--- config.mk ---
export PLATFORM = sky130hd
export DESIGN_NAME = bel_reg
export DESIGN_NICKNAME = d
export VERILOG_FILES = /design/src/rtl/bel_pkg.sv /design/src/rtl/bel_lane_decode.sv /design/src/rtl/bel_lane_store.sv /design/src/rtl/bel_reg.sv
export SDC_FILE = /design/constraint.sdc
export NUM_CORES = 1
export LEC_CHECK = 0
export ABC_AREA = 1
export CAP_MARGIN = 5
export CELL_PAD_IN_SITES_DETAIL_PLACEMENT = 0
export CELL_PAD_IN_SITES_GLOBAL_PLACEMENT = 1
export CORE_ASPECT_RATIO = 1.4
export CORE_MARGIN = 2
export CORE_UTILIZATION = 46
export CTS_CLUSTER_DIAMETER = 100
export CTS_CLUSTER_SIZE = 24
export DETAILED_ROUTE_END_ITERATION = 10
export DONT_BUFFER_PORTS = 1
export GPL_ROUTABILITY_DRIVEN = 0
export PLACE_DENSITY = 0.93
export SETUP_SLACK_MARGIN = 0.02
export SLEW_MARGIN = 0
export SYNTH_ARGS = -nofsm -noshare
export SYNTH_HDL_FRONTEND = slang
export SYNTH_SLANG_ARGS = --single-unit
--- constraint.sdc ---
create_clock -name clk_i -period 0.9 [get_ports clk_i]
set_input_delay 0.18 -clock clk_i [delete_from_list [all_inputs] [get_ports clk_i]]
set_output_delay 0.18 -clock clk_i [all_outputs]
set_load 0.05 [all_outputs]
--- src/rtl/bel_pkg.sv ---
package bel_pkg;
  localparam int unsigned LANE_W = 8;
  typedef logic [LANE_W-1:0] lane_t;

  function automatic bit width_ok(int unsigned w);
    return (w >= LANE_W) && ((w % LANE_W) == 0);
  endfunction
endpackage

--- src/rtl/bel_lane_decode.sv ---
module bel_lane_decode #(
  parameter int unsigned NB = 4
) (
  input  logic          wr_en_i,
  input  logic [0:NB-1] be_i,
  output logic [0:NB-1] ld_o
);
  for (genvar n = 0; n < NB; n++) begin : g_ld
    assign ld_o[n] = wr_en_i & be_i[n];
  end
endmodule

--- src/rtl/bel_lane_store.sv ---
module bel_lane_store
  import bel_pkg::*;
(
  input  logic  clk_i,
  input  logic  rst_ni,
  input  logic  ld_i,
  input  lane_t d_i,
  output lane_t q_o
);
  always_ff @(posedge clk_i or negedge rst_ni) begin
    if (!rst_ni)   q_o <= '0;
    else if (ld_i) q_o <= d_i;
  end
endmodule

--- src/rtl/bel_reg.sv ---
module bel_reg
  import bel_pkg::*;
#(
  parameter int unsigned DW = 32
) (
  input  logic             clk_i,
  input  logic             rst_ni,
  input  logic             wr_en_i,
  input  logic [0:DW/8-1]  be_i,
  input  logic [0:DW-1]    wr_data_i,
  output logic [0:DW-1]    rd_data_o
);
  localparam int unsigned NB = DW / LANE_W;

  if (!width_ok(DW)) begin : g_bad_width
    $error("bel_reg: DW must be a multiple of 8 and at least 8");
  end

  logic [0:NB-1] ld;

  bel_lane_decode #(.NB(NB)) u_dec (
    .wr_en_i (wr_en_i),
    .be_i    (be_i),
    .ld_o    (ld)
  );

  // lane n occupies big-endian bits 8n..8n+7
  for (genvar n = 0; n < NB; n++) begin : g_lane
    lane_t q;
    bel_lane_store u_store (
      .clk_i  (clk_i),
      .rst_ni (rst_ni),
      .ld_i   (ld[n]),
      .d_i    (wr_data_i[n*LANE_W +: LANE_W]),
      .q_o    (q)
    );
    assign rd_data_o[n*LANE_W +: LANE_W] = q;
  end
endmodule

==> metrics.yaml <==
status: "complete, but fails checks"
violations: "negative hold slack, negative setup slack"
cts_max_level: 2
path_cells: "dlygate4sd3_1, nand3_1, nand2_1"
synth_largest_area_cell: "dfrtp_1"
cts_sinks: 32
end_kind: "flop"
start_util_pct: 48.9
arrival_ps: 1550
path_clk_slew_ps: 110
dp_cells: 200
grt_pass1_vias: 1535
switching_share_pct: 38.0
p_int_w: 0.00297
dr.first_iter.drc_count: 114
antenna_cells: 0
yosys_warnings: 0
finish.utilization_pct: 93.4
ys_seq_area_share_pct: 62.0
fin_crit_sh_pct: 142
p_seq_share_pct: 38.8
fin_skew_ps: 0
ys_seq_elements: 32
clock_latency_ps: 340
cp-start-kind: "input pin"
fp.coreArea_sq_mm: 0.00264
wl_per_cell_um: 24.7
avgViaCountPerCell: 5.87
setup_slack_ps: -379
cts_tree: "yes"
dieArea_sq_mm: 0.00325
row_count: 22
clkPwrFrac_pct: 19.2
ys_types: 6
path_buf_inv: 1
firstDrtPassIters: 4
grt_max_degree: 37
period_needed_ps: 1280
area_growth_pct: 91.2
root_buffer: "clkbuf_4"
worst_slew_pin_slew_ps: 683
setup_violations: 48
rsz0062_at_grt: "true"
wl_mm: 6.42
fin_hold_ws_ps: -482
combinationalPowerShare_pct: 41.9
crit_family: "buffers and inverters"
worst-r2r-cell-count: 3
p_leak_nw: 1.23
cp_slowest_stage_delay_ps: 980
num_io_pins: 71
required_ps: 1170
dp_worst_setup_slack_ps: 154
hold_viol_final: 32
largest_reg_flops: 32
rr_endpoint: "g_lane[3].u_store.q_o[5]$_DFFE_PN0P_"
grt_pass1_wl_mm: 7.71
grt-ovfl-total: 0
nets: 262
post_dp_cell_area_sq_mm: 0.00191
netlist_area_sq_mm: 0.00129
synthCells: 140
max_freq_mhz: 782
ir_drop_mv: 1.58
reg.largest.list: "g_lane.u_store.q_o x32"
netlist_top_cells_area: "dfrtp_1 62%, nand2_1 19%, nand3_1 12%"
port_buffers: 0
ant_nets: 0
syn-num-nets: 179
layout-drive-gt1-share_pct: 25.4
design_area_sq_mm: 0.00247
dpl.hpwl_mm: 2.29
syn_avg_cell_area_sq_um: 9.22
maxCapViolCount: 0
critPathKind: "input pin to flop"
reg2reg_from: "g_lane[3].u_store.q_o[5]$_DFFE_PN0P_"
reg2reg_setup_slack_ps: -60
cts_buffers: 5
slew_viol_final: 0
drc_errors: 0
instances_no_fill: 260
top_register: "g_lane.u_store.q_o"
gr-usage-all-layers_pct: 33.7
die_w_um: 48.8
vias: 1525
die_height_um: 66.7
slew_headroom_pct: 54.3
power-per-cell-area_mw_per_mm2: 1940
antenna_found_initial: 0
cp_max_fo: 23
synth_top_area_share_pct: 62.0
clockBufferDepth: 2
holdCritPathClass: "input pin to asynchronous set/reset pin"
switchingPower_w: 0.00181
critPathSlowestCell: "dlygate4sd3_1"
==> what timing repair did <==
action	in CTS	in global routing
hold buffers	37	2
gates resized for setup	0	4
buffers inserted	5	9
endpoints found under the setup margin	32	37
endpoints found under the hold margin	64	46
==> cell usage in the layout (no fill, tap or decap) <==
cell,count
nand2_1,63
dlygate4sd3_1,38
nand3_1,32
buf_12,32
dfrtp_1,31
buf_4,12
nand2_2,5
clkbuf_4,5
clkbuf_1,2
clkbuf_8,1
dfrtp_2,1
dlymetal6s4s_1,1
buf_6,1
==> metal layers <==
metal	GRT usage, %	share of wire (%)
met1	28.4	29
met2	69.2	54
met3	9.42	8.7
met4	17.9	8.5
met5	0	0
==> power by group through the flow <==
stage / combinational, W / sequential [W] / clock (W)
after floorplan: 0.000229 / 0.00238 / 0
after global placement: 0.00160 / 0.00183 / 0
after detailed placement: 0.00162 / 0.00185 / 0
after CTS: 0.00181 / 0.00182 / 0.000860
after global routing: 0.00205 / 0.00187 / 0.000965
final: 0.00201 / 0.00186 / 0.000919
==> worst register-to-register path, stage by stage, from the launching register on <==
cell     delay, ps
dfrtp_1        450
buf_4          170
nand2_1        110
nand2_1        110
==> how the worst max path moves through the flow <==
stage	start	end	slack (ps)	cells past startpoint
after global routing	wr_en_i	g_lane[0].u_store.q_o[3]$_DFFE_PN0P_	-330	3
after global placement	g_lane[3].u_store.q_o[7]$_DFFE_PN0P_	rd_data_o[24]	170	1
final	wr_en_i	g_lane[0].u_store.q_o[3]$_DFFE_PN0P_	-380	3
after detailed placement	g_lane[0].u_store.q_o[4]$_DFFE_PN0P_	rd_data_o[3]	150	1
after CTS	g_lane[0].u_store.q_o[4]$_DFFE_PN0P_	rd_data_o[3]	-220	1
after floorplan	g_lane[0].u_store.q_o[0]$_DFFE_PN0P_	g_lane[0].u_store.q_o[0]$_DFFE_PN0P_	70	2
==> cells in the mapped netlist <==
library cell and instances:
buf_6 4, buf_2 4, nand2_1 64, nand3_1 32
nand2_2 4, dfrtp_1 32
==> area by class of cell <==
| type | count | area [sq um] |
|---|---|---|
| multi-input cells | 100 | 428 |
| flip-flops and latches | 32 | 802 |
| clock buffers | 8 | 58.8 |
| well taps | 36 | 45.0 |
| fillers | 78 | 174 |
| repair buffers | 84 | 1130 |
==> through the flow <==
step,hold slack (ps),setup TNS (ps),power (W)
after floorplan,-116,0,0.00261
after global placement,-115,0,0.00343
after detailed placement,-115,0,0.00347
after CTS,-484,-6560,0.00449
after global routing,-499,-11340,0.00488
final,-482,-11170,0.00478
==> kinds of logic after synthesis <==
kind of cell  after synthesis  share of synthesized area [%]
simple gates              100                           32.9
flops                      32                           62.0
buf+inv                     8                           5.04
Power figures use the tool's default switching activity.
